===== src/rtl/txm_pkg.sv =====
package txm_pkg;
  typedef enum logic [1:0] {
    HB_IDLE = 2'd0,
    HB_TX   = 2'd1,
    HB_WAIT = 2'd2
  } hb_state_e;
endpackage


===== src/rtl/txm_len_guard.sv =====
module txm_len_guard #(
  parameter int unsigned LIMIT = 1519
) (
  input  logic clk,
  input  logic rst_n,
  input  logic frm_start,
  input  logic frm_stop,
  input  logic byte_vld,
  output logic babble_pulse
);
  localparam int unsigned CW = $clog2(LIMIT + 1);
  localparam logic [CW-1:0] LAST = CW'(LIMIT - 1);
  localparam logic [CW-1:0] TOP  = CW'(LIMIT);

  logic [CW-1:0] cnt_q, cnt_d;
  logic act_q, act_d;
  logic fired_q, fired_d;
  logic pulse_q, pulse_d;
  logic cnt_en;

  always_comb begin
    cnt_d   = cnt_q;
    act_d   = act_q;
    fired_d = fired_q;
    pulse_d = 1'b0;
    cnt_en  = act_q && byte_vld && (cnt_q != TOP);
    if (frm_start) begin
      cnt_d   = '0;
      act_d   = 1'b1;
      fired_d = 1'b0;
    end else begin
      if (cnt_en) cnt_d = cnt_q + 1'b1;
      if (act_q && byte_vld && !fired_q && (cnt_q == LAST)) begin
        fired_d = 1'b1;
        pulse_d = 1'b1;
      end
      if (frm_stop) act_d = 1'b0;
    end
  end

  always_ff @(posedge clk or negedge rst_n) begin
    if (!rst_n) begin
      cnt_q   <= '0;
      act_q   <= 1'b0;
      fired_q <= 1'b0;
      pulse_q <= 1'b0;
    end else begin
      cnt_q   <= cnt_d;
      act_q   <= act_d;
      fired_q <= fired_d;
      pulse_q <= pulse_d;
    end
  end

  assign babble_pulse = pulse_q;

  assert_babble_single_R11: assert property (@(posedge clk) disable iff (!rst_n)
    babble_pulse |=> !babble_pulse);
  assert_babble_on_byte_R2: assert property (@(posedge clk) disable iff (!rst_n)
    babble_pulse |-> $past(byte_vld));
  assert_babble_once_R4: assert property (@(posedge clk) disable iff (!rst_n)
    (fired_q && !frm_start) |=> !babble_pulse);
  assert_babble_idle_R5: assert property (@(posedge clk) disable iff (!rst_n)
    (!act_q && !frm_start) |=> !babble_pulse);
endmodule


===== src/rtl/txm_sqe_watch.sv =====
module txm_sqe_watch
  import txm_pkg::*;
#(
  parameter int unsigned WIN = 40
) (
  input  logic clk,
  input  logic rst_n,
  input  logic frm_start,
  input  logic frm_end,
  input  logic frm_abort,
  input  logic coll_in,
  output logic hb_fail_pulse
);
  localparam int unsigned TW = $clog2(WIN + 1);
  localparam logic [TW-1:0] TLAST = TW'(WIN - 1);

  hb_state_e state_q, state_d;
  logic [TW-1:0] tmr_q, tmr_d;
  logic seen_q, seen_d;
  logic fail_q, fail_d;

  always_comb begin
    state_d = state_q;
    tmr_d   = tmr_q;
    seen_d  = seen_q;
    fail_d  = 1'b0;
    if (frm_abort) begin
      state_d = HB_IDLE;
      seen_d  = 1'b0;
    end else if (frm_start) begin
      if ((state_q == HB_WAIT) && !coll_in) fail_d = 1'b1;
      state_d = HB_TX;
      seen_d  = 1'b0;
      tmr_d   = '0;
    end else begin
      unique case (state_q)
        HB_TX: begin
          if (coll_in) seen_d = 1'b1;
          if (frm_end) begin
            tmr_d   = '0;
            state_d = (seen_q || coll_in) ? HB_IDLE : HB_WAIT;
            seen_d  = 1'b0;
          end
        end
        HB_WAIT: begin
          if (coll_in) begin
            state_d = HB_IDLE;
          end else if (tmr_q == TLAST) begin
            state_d = HB_IDLE;
            fail_d  = 1'b1;
          end else begin
            tmr_d = tmr_q + 1'b1;
          end
        end
        default: state_d = HB_IDLE;
      endcase
    end
  end

  always_ff @(posedge clk or negedge rst_n) begin
    if (!rst_n) begin
      state_q <= HB_IDLE;
      tmr_q   <= '0;
      seen_q  <= 1'b0;
      fail_q  <= 1'b0;
    end else begin
      state_q <= state_d;
      tmr_q   <= tmr_d;
      seen_q  <= seen_d;
      fail_q  <= fail_d;
    end
  end

  assign hb_fail_pulse = fail_q;

  assert_tmr_bound_R7: assert property (@(posedge clk) disable iff (!rst_n)
    tmr_q < TW'(WIN));
  assert_coll_passes_R7: assert property (@(posedge clk) disable iff (!rst_n)
    (state_q == HB_WAIT && coll_in) |=> !hb_fail_pulse);
  assert_abort_cancel_R10: assert property (@(posedge clk) disable iff (!rst_n)
    frm_abort |=> !hb_fail_pulse);
  assert_start_resolves_R9: assert property (@(posedge clk) disable iff (!rst_n)
    (state_q == HB_WAIT && frm_start && !coll_in && !frm_abort) |=> hb_fail_pulse);
  assert_fail_single_R11: assert property (@(posedge clk) disable iff (!rst_n)
    hb_fail_pulse |=> !hb_fail_pulse);
  assert_seen_no_fail_R6: assert property (@(posedge clk) disable iff (!rst_n)
    (state_q == HB_TX && seen_q && frm_end && !frm_start && !frm_abort) |=> !hb_fail_pulse);
endmodule


===== src/rtl/txm_monitor.sv =====
module txm_monitor #(
  parameter int unsigned BABBLE_BYTES = 1519,
  parameter int unsigned CYC_PER_US   = 10,
  parameter int unsigned WIN_US       = 4
) (
  input  logic clk,
  input  logic rst_n,
  input  logic frm_start,
  input  logic frm_end,
  input  logic frm_abort,
  input  logic byte_vld,
  input  logic coll_in,
  output logic babble_pulse,
  output logic hb_fail_pulse
);
  localparam int unsigned WIN = WIN_US * CYC_PER_US;

  logic frm_stop;
  assign frm_stop = frm_end | frm_abort;

  txm_len_guard #(.LIMIT(BABBLE_BYTES)) u_len (
    .clk          (clk),
    .rst_n        (rst_n),
    .frm_start    (frm_start),
    .frm_stop     (frm_stop),
    .byte_vld     (byte_vld),
    .babble_pulse (babble_pulse)
  );

  txm_sqe_watch #(.WIN(WIN)) u_sqe (
    .clk           (clk),
    .rst_n         (rst_n),
    .frm_start     (frm_start),
    .frm_end       (frm_end),
    .frm_abort     (frm_abort),
    .coll_in       (coll_in),
    .hb_fail_pulse (hb_fail_pulse)
  );

  assert_reset_quiet_R1: assert property (@(posedge clk) disable iff (!rst_n)
    $rose(rst_n) |-> (!babble_pulse && !hb_fail_pulse));
endmodule


===== config.mk =====
export PLATFORM = sky130hd
export DESIGN_NAME = txm_monitor
export DESIGN_NICKNAME = d
export VERILOG_FILES = /design/src/rtl/txm_pkg.sv /design/src/rtl/txm_len_guard.sv /design/src/rtl/txm_sqe_watch.sv /design/src/rtl/txm_monitor.sv
export SDC_FILE = /design/constraint.sdc
export NUM_CORES = 1
export LEC_CHECK = 0
export BUFFER_PORTS_ARGS = -buffer_cell sky130_fd_sc_hd__buf_2
export CAP_MARGIN = 20
export CORE_MARGIN = 3
export CORE_UTILIZATION = 53
export CTS_CLUSTER_DIAMETER = 30
export CTS_CLUSTER_SIZE = 20
export DETAILED_ROUTE_END_ITERATION = 10
export PLACE_DENSITY_LB_ADDON = 0.12
export SLEW_MARGIN = 10
export SYNTH_ARGS = -nofsm -noshare
export SYNTH_HDL_FRONTEND = slang
export SYNTH_HIERARCHICAL = 1
export SYNTH_SLANG_ARGS = --single-unit

===== constraint.sdc =====
create_clock -name clk -period 1.5 [get_ports clk]
set_input_delay 0.15 -clock clk [delete_from_list [all_inputs] [get_ports clk]]
set_output_delay 0.15 -clock clk [all_outputs]
set_load 0.02 [all_outputs]

==> results of run 1 <==
[repair_timing]
action	4_1_cts	5_1_grt
hold endpoints to repair	24	0
hold buffers	1	0
resized for setup	2	24
pin swaps	1	13
cloned	0	1
endpoints found under the setup margin	8	16
buffers inserted	3	4
[cells in the final DEF (no fill, tap or decap), types with 3 or more instances in the layout]
cell type | Yosys | routed
dfrtp_1 | 24 | 22
buf_4 | 0 | 21
buf_2 | 1 | 9
nor2_1 | 9 | 9
inv_1 | 8 | 8
nand2_1 | 8 | 8
a21oi_2 | 0 | 7
o31ai_1 | 6 | 5
or4_4 | 1 | 5
nand3_1 | 6 | 5
o21ai_0 | 6 | 5
nor2b_1 | 4 | 4
a31oi_1 | 4 | 4
clkbuf_4 | 0 | 3
and4_1 | 3 | 3
nor4_1 | 4 | 3
mux2_2 | 3 | 3
[cells by family after synthesis]
| group | share of synthesized area (%) |
|---|---|
| DFF | 44.32 |
| AOI/OAI and AO/OA | 18.10 |
| adders and majority gates | 2.770 |
| muxes | 2.493 |
| buffers and inverters | 4.524 |
| and+or+nand+nor | 27.79 |
[through the flow]
stage | total power, mW | TNS (ns)
after global placement | 0.7865 | 0
after CTS | 1.154 | -0.06838
after floorplan | 0.7324 | 0
after global routing | 1.222 | -0.4680
after detailed placement | 0.7926 | -0.03694
final | 1.171 | -0.03560
[layer usage]
layer	wire length, um	vias up
met5	0	-
met4	72	0
met3	126	8
met2	1652	37
met1	1463	609
li1	-	588
[worst max-delay path by stage]
stage | from | endpoint | slack [ns] | cells after the start
floorplan | u_len/cnt_q[0] | u_len/cnt_q[0] | 0.01 | 4
global placement | u_sqe/state_q[0] | u_sqe/tmr_q[5] | 0.03 | 4
detailed placement | u_len/cnt_q[1] | u_len/cnt_q[0] | -0.03 | 4
CTS | u_sqe/state_q[0] | u_sqe/tmr_q[3] | -0.04 | 4
global route | u_sqe/state_q[0] | u_sqe/tmr_q[3] | -0.08 | 4
finish | u_sqe/state_q[0] | u_sqe/tmr_q[3] | -0.04 | 4
[final cells by class]
class | instances | share of cell area, %
clock buffers | 4 | 2.095
inverters | 8 | 1.734
multi-input cells | 101 | 46.39
flip-flops and latches | 24 | 34.83
well taps | 28 | 2.023
repair buffers | 32 | 12.93
[state kept, by name, indices dropped and copies added (netlist names)]
signal / count
u_sqe/hb_fail_pulse: 1
u_sqe/tmr_q: 6
u_sqe/seen_q: 1
u_len/act_q: 1
u_len/fired_q: 1
u_len/cnt_q: 11
u_len/babble_pulse: 1
u_sqe/state_q: 2
[power groups by stage]
stage | Sequential, mW | Combinational [mW] | Clock (mW)
6_report | 0.672 | 0.150 | 0.349
4_1_cts | 0.669 | 0.126 | 0.358
3_5_place_dp | 0.683 | 0.110 | 0
3_3_place_gp | 0.681 | 0.105 | 0
5_1_grt | 0.673 | 0.163 | 0.386
2_1_floorplan | 0.683 | 0.0495 | 0
==> flow_summary.yaml, run 1 <==
critical_path:
  end_kind: "flop"
  cp_slowest_cell: "dfrtp_2"
  crit_fanout: 4
  crit_path_start_kind: "flop"
  worstReg2RegStart: "u_sqe/state_q[0]"
  worst_r2r_path_depth: 4
  r2r_setup_slack_ns: -0.04
  cp_slowest_stage_delay_ns: 0.45
  cp.required_ns: 1.74
  arrival_ns: 1.78
  cpLargestDelayFamily: "simple AND/OR/NAND/NOR gates"
  worst-setup-path-type: "reg -> reg"
  path_cells: "nand2b_4 -> or4_4 -> a311o_1 -> o211ai_2"
  r2r-end: "u_sqe/tmr_q[3]"
  timing.critical_path.buf_inv: 0
sta:
  min_period_over_period_pct: 102.4
  hold_slack_ns: 0.04693
  hold_viol: 0
  slew_violations: 0
  max_freq_ghz: 0.6512
  slew_headroom_pct: 63.37
  fin_ws_ns: -0.03560
  layout_min_cycle_time_ns: 1.536
  tightest_slew_ns: 0.5494
  skew_ns: 0.01515
  setup_viol: 1
  rsz0062_at_grt: "yes"
finish:
  final_cells: 197
  finalNetCount: 180
  fillCellCount: 162
  drive_above_1_share_pct: 40.24
  antenna_cells: 0
  final_area_um2: 1732
  multi_input_area_um2: 803.3
  syn_to_final_growth_pct: 27.79
  final_util_pct: 74.69
  seqCellArea_um2: 603.1
floorplanning:
  die_x_um: 56.57
  num_io_pins: 9
  core_area_um2: 2318
  die_h_um: 56.57
  die_area_um2: 3200
  start_util_pct: 58.45
  rows: 17
outcome:
  violations: "setup timing"
  status: "finished with violations"
placed_design:
  dpl.hpwl_mm: 2.025
  pre_cts_ws_ns: -0.02810
  gp_congestion: 0.8514
  dp.cells: 184
  placed_area_um2: 1514
  io_buffers: 8
drt:
  drt_first_pass_iters: 6
  drt-initial-drc-count: 40
  vias: 1242
  drt-total-wl_mm: 3.315
  drc: 0
  detail_route.wl_per_cell_um: 16.83
  postRouteAntennaNets: 0
  vias_per_cell: 6.305
clock_tree:
  cts_tree: "done"
  root_buffer: "clkbuf_4"
  clock_path_buffers: 2
  htreeDepth: 1
  clock_latency_ns: 0.32
  numCtsBuffers: 3
  cts_sinks: 24
  path_clk_slew_ns: 0.15
power:
  internal-power_mw: 0.8742
  switchingPower_mw: 0.2964
  p_per_area_nw_per_um2: 676.0
  p_clk_share_pct: 29.8
  power_frac_comb_pct: 12.8
  sequentialPowerShare_pct: 57.4
  p_leak_nw: 0.7390
  ir_drop_mv: 0.5176
  swShare_pct: 25.32
global_routing:
  top_usage_layer: "met2"
  grt_max_degree: 25
  grt-ovfl-total: 0
  grt_usage_pct: 18.93
  gr-usage-met3_pct: 2.529
  grt_util_met1_pct: 21.78
  antenna_found_initial: 0
  first_global_vias: 1193
  use_met2_pct: 33.99
  grt_pass1_wl_mm: 4.905
hold_path:
  hold_path_class: "in -> reg"
  hold_depth: 2
  holdCritStartpoint: "coll_in"
  min_to: "u_sqe/hb_fail_pulse"
synth:
  synthFlopType: "dfrtp_1"
  synth_warnings: 6
  ys_seq_area_share_pct: 44.32
  yosysMostFrequentCell: "dfrtp_1"
  ys_top_cells_by_area: "dfrtp_1 (44%), o31ai_1 (3.3%), a21oi_1 (3.0%), ha_1 (2.8%), nor2_1 (2.5%)"
  synthesis.area_um2: 1355
  synthesis.nets: 147
  postSynthCellCount: 137
  synth_seq_cells: 24
  yosysTopAreaCell: "dfrtp_1"
  synth_common_cells: "dfrtp_1 (24), nor2_1 (9), a21oi_1 (8), inv_1 (8), nand2_1 (8)"
  async_flop_share_pct: 100.0
  synth_top_cell_area_share_pct: 44.32
  synth.distinct_cells: 44
  syn_avg_cell_area_um2: 9.891
  synth-edff-count: 0
job:
  maxCapViolations: 0
Note: power is estimated with default switching activity, not from simulation.
==> run 2: changes to the inputs <==
--- a/config.mk
+++ b/config.mk
@@ -5,14 +5,16 @@
 export SDC_FILE = /design/constraint.sdc
 export NUM_CORES = 1
 export LEC_CHECK = 0
+export ABC_AREA = 1
 export BUFFER_PORTS_ARGS = -buffer_cell sky130_fd_sc_hd__buf_2
 export CAP_MARGIN = 20
 export CORE_MARGIN = 3
-export CORE_UTILIZATION = 53
+export CORE_UTILIZATION = 60
 export CTS_CLUSTER_DIAMETER = 30
 export CTS_CLUSTER_SIZE = 20
 export DETAILED_ROUTE_END_ITERATION = 10
 export PLACE_DENSITY_LB_ADDON = 0.12
+export REMOVE_ABC_BUFFERS = 1
 export SLEW_MARGIN = 10
 export SYNTH_ARGS = -nofsm -noshare
 export SYNTH_HDL_FRONTEND = slang
==> constraint.sdc (replaced) <==
create_clock -name clk -period 1.9 [get_ports clk]
set_input_delay 0.19 -clock clk [delete_from_list [all_inputs] [get_ports clk]]
set_output_delay 0.19 -clock clk [all_outputs]
set_load 0.02 [all_outputs]
==> run 2 against run 1 <==
Against the previous run: the flow now finishes without violations; synthesized area rose by 6.3%; synthesized cell count rose by 40%; via count fell by 0.24%; non-clock buffer count fell by 23; highest routed layer unchanged; global-route usage rose by 3.0 points; critical endpoint is now u_len/cnt_q[0]; first-iteration DRC count fell by 23%; sequential power fell by 21%; sequential share of layout area rose by 4.6 points; clock skew fell by 0.0066 ns.
==> flow_summary.yaml, run 2 <==
outcome:
  status: "completed"
critical_path:
  r2r_setup_slack_ns: 0.33
  critical_path.startpoint: "u_len/cnt_q[1]"
  worst-setup-path-type: "reg -> reg"
  cp_slowest_cell: "dfrtp_1"
  r2r-end: "u_len/cnt_q[0]"
  worstReg2RegStart: "u_len/cnt_q[1]"
  crit_path_start_kind: "flop"
  worst_r2r_path_depth: 8
  crit_top_cell: "inv_1"
  path_cells: "ha_1 -> inv_1 -> nor2_4 -> nand3_2 -> nand2_2 -> inv_1 -> nand3_1 -> o21ai_0"
  arrival_ns: 1.77
  cp_slowest_stage_delay_ns: 0.45
  crit_fanout: 7
  end_kind: "flop"
  cp.required_ns: 2.10
power:
  p_per_area_nw_per_um2: 551.1
  ir_drop_mv: 0.4235
  p_leak_nw: 0.7677
finish:
  final_cells: 230
  final_common_cell: "nand2_1"
  seqCellArea_um2: 600.6
  drive_above_1_share_pct: 11.39
  antenna_cells: 0
  final_util_pct: 67.65
  syn_to_final_growth_pct: 5.908
  reg_top3: "u_len/cnt_q x11, u_sqe/tmr_q x6, u_sqe/state_q x2"
  layout_common_cells: "nand2_1 (55), inv_1 (28), dfrtp_1 (24)"
  finalNetCount: 214
  multi_input_area_um2: 703.2
  fillCellCount: 204
  largest_reg_flops: 11
  regMostFlops: "u_len/cnt_q"
synth:
  ys_seq_area_share_pct: 41.70
  synth_fa_ha_area_share_pct: 2.606
  synthesis.area_um2: 1440
  synth.distinct_cells: 26
  async_flop_share_pct: 100.0
  postSynthCellCount: 192
  synth_top_cell_area_share_pct: 41.70
  synthSimpleGateAreaFrac_pct: 36.23
  yosysTopAreaCell: "dfrtp_1"
  synthXorXnorAreaFrac_pct: 2.433
  synth_common_cells: "nand2_1 (55), inv_1 (28), dfrtp_1 (24)"
  synth_seq_cells: 24
  ys_top_cells_by_area: "dfrtp_1 (42%), nand2_1 (14%), inv_1 (7.3%), nand3_1 (6.6%), nor2_1 (4.4%)"
  synth_top_family_by_area: "simple AND/OR/NAND/NOR gates"
  synth-compound-area-share_pct: 7.559
  synth-edff-count: 0
  synthFlopType: "dfrtp_1"
  yosysMostFrequentCell: "nand2_1"
  muxShareOfSynthArea_pct: 0
  syn_avg_cell_area_um2: 7.501
  synth_warnings: 6
sta:
  hold_viol: 0
  tightest_slew_ns: 0.5347
  skew_ns: 0.008516
  slew_violations: 0
  slew_headroom_pct: 64.36
  rsz0062_at_grt: "no"
  max_freq_ghz: 0.6381
  min_period_over_period_pct: 82.48
  fin_setup_tns_ns: 0
  setup_viol: 0
  layout_min_cycle_time_ns: 1.567
hold_path:
  holdCritStartpoint: "frm_abort"
  min_to: "u_sqe/hb_fail_pulse"
  hold_depth: 2
  hold_path_class: "in -> reg"
clock_tree:
  numCtsBuffers: 3
  clock_latency_ns: 0.31
  cts_sinks: 24
  cts_setup_buffers: 0
  clock_path_buffers: 2
  root_buffer: "clkbuf_4"
  cts_resized: 0
  path_clk_slew_ns: 0.14
  cts_tree: "done"
  htreeDepth: 1
drt:
  vias_per_cell: 5.387
  drc: 0
  drt-initial-drc-count: 31
  drt_first_pass_iters: 4
  postRouteAntennaNets: 0
  drt-total-wl_mm: 2.759
  dr_wl_met2_mm: 1.204
  detail_route.wl_per_cell_um: 12.00
  routed.top_layer: "met4"
  vias: 1239
  wl_met3_um: 177
  drt-met1-wl_mm: 1.360
placed_design:
  dpl.hpwl_mm: 2.044
  io_buffers: 8
  gp_congestion: 0.8232
  dp.cells: 226
floorplanning:
  rows: 17
  die_h_um: 54.99
  num_io_pins: 9
  core_area_um2: 2255
  start_util_pct: 63.87
  die_x_um: 54.99
  die_area_um2: 3024
global_routing:
  grt_max_degree: 25
  first_global_vias: 1139
  grt-ovfl-total: 0
  grt_usage_pct: 21.89
  antenna_found_initial: 0
  grt_pass1_wl_mm: 4.836
job:
  maxCapViolations: 0
==> run 2: cell count changes after synthesis, moves of 6 or more <==
cell	previous run	this run
nand2_1	8	55
inv_1	8	28
nand3_1	6	19
nor2_1	9	17
a21oi_1	8	1
nand4_1	2	9
o21ai_0	6	12
o31ai_1	6	0
==> run 2: worst max-delay path by stage <==
stage | cells past startpoint | slack (ns) | endpoint
global placement | 8 | 0.46 | u_len/cnt_q[0]
CTS | 8 | 0.35 | u_len/cnt_q[0]
detailed placement | 8 | 0.36 | u_len/cnt_q[0]
finish | 8 | 0.33 | u_len/cnt_q[0]
global route | 8 | 0.22 | u_len/cnt_q[9]
floorplan | 8 | 0.56 | u_len/cnt_q[0]
==> run 2: cell type report <==
cell class              count  area share [%]
repair buffers              9           3.281
flip-flops and latches     24           39.38
multi-input cells         137           46.10
clock buffers               3           1.477
inverters                  29           7.465
well taps                  28           2.297
==> run 2: kinds of logic (layout without fill, tap and decap cells) <==
| logic type | after synthesis | count (layout) |
|---|---|---|
| and+or+nand+nor | 111 | 111 |
| buffers and inverters | 31 | 41 |
| DFF | 24 | 24 |
| AOI/OAI and AO/OA | 19 | 19 |
| xor gates and xnor gates | 4 | 4 |
| adders and majority gates | 3 | 3 |
==> run 2: where the power goes <==
group	switching, mW	internal (mW)	leakage [nW]
registers	0.0106	0.520	0.330
logic	0.0589	0.0230	0.424
clock network	0.154	0.0740	0.0138
==> run 2: repair_timing <==
action / 4_1_cts / 5_1_grt
hold buffers: 1 / 0
setup endpoints to repair: 0 / 0
endpoints found under the hold margin: 24 / 0
==> run 2: per-stage QoR <==
stage | hold slack (ns) | setup slack, ns | cell area (um^2) | power, mW
after floorplan | -0.1056 | 0.5648 | 1418 | 0.5849
after global routing | 0.1178 | 0.2186 | 1525 | 0.8722
after CTS | 0.1058 | 0.3454 | 1525 | 0.8432
after detailed placement | 0.2071 | 0.3644 | 1493 | 0.6197
final | 0.1135 | 0.3330 | 1525 | 0.8406
after global placement | 0.2021 | 0.4624 | 1493 | 0.6176
==> run 2: worst max-delay path: cells and delay by family (launching register included) <==
kind / cells / cell delay [ns]
AO/OA/AOI/OAI: 1 / 0.08
adder cells (fa/ha/maj): 1 / 0.25
flip-flops: 1 / 0.45
AND/OR/NAND/NOR: 4 / 0.46
buffers and inverters: 2 / 0.22
==> run 2: routing by layer <==
metal  global-route usage [%]  up-vias
met4                    6.478        0
met3                    4.558        2
li1                         -      639
met2                    33.46       30
met5                        0        -
met1                    31.18      568
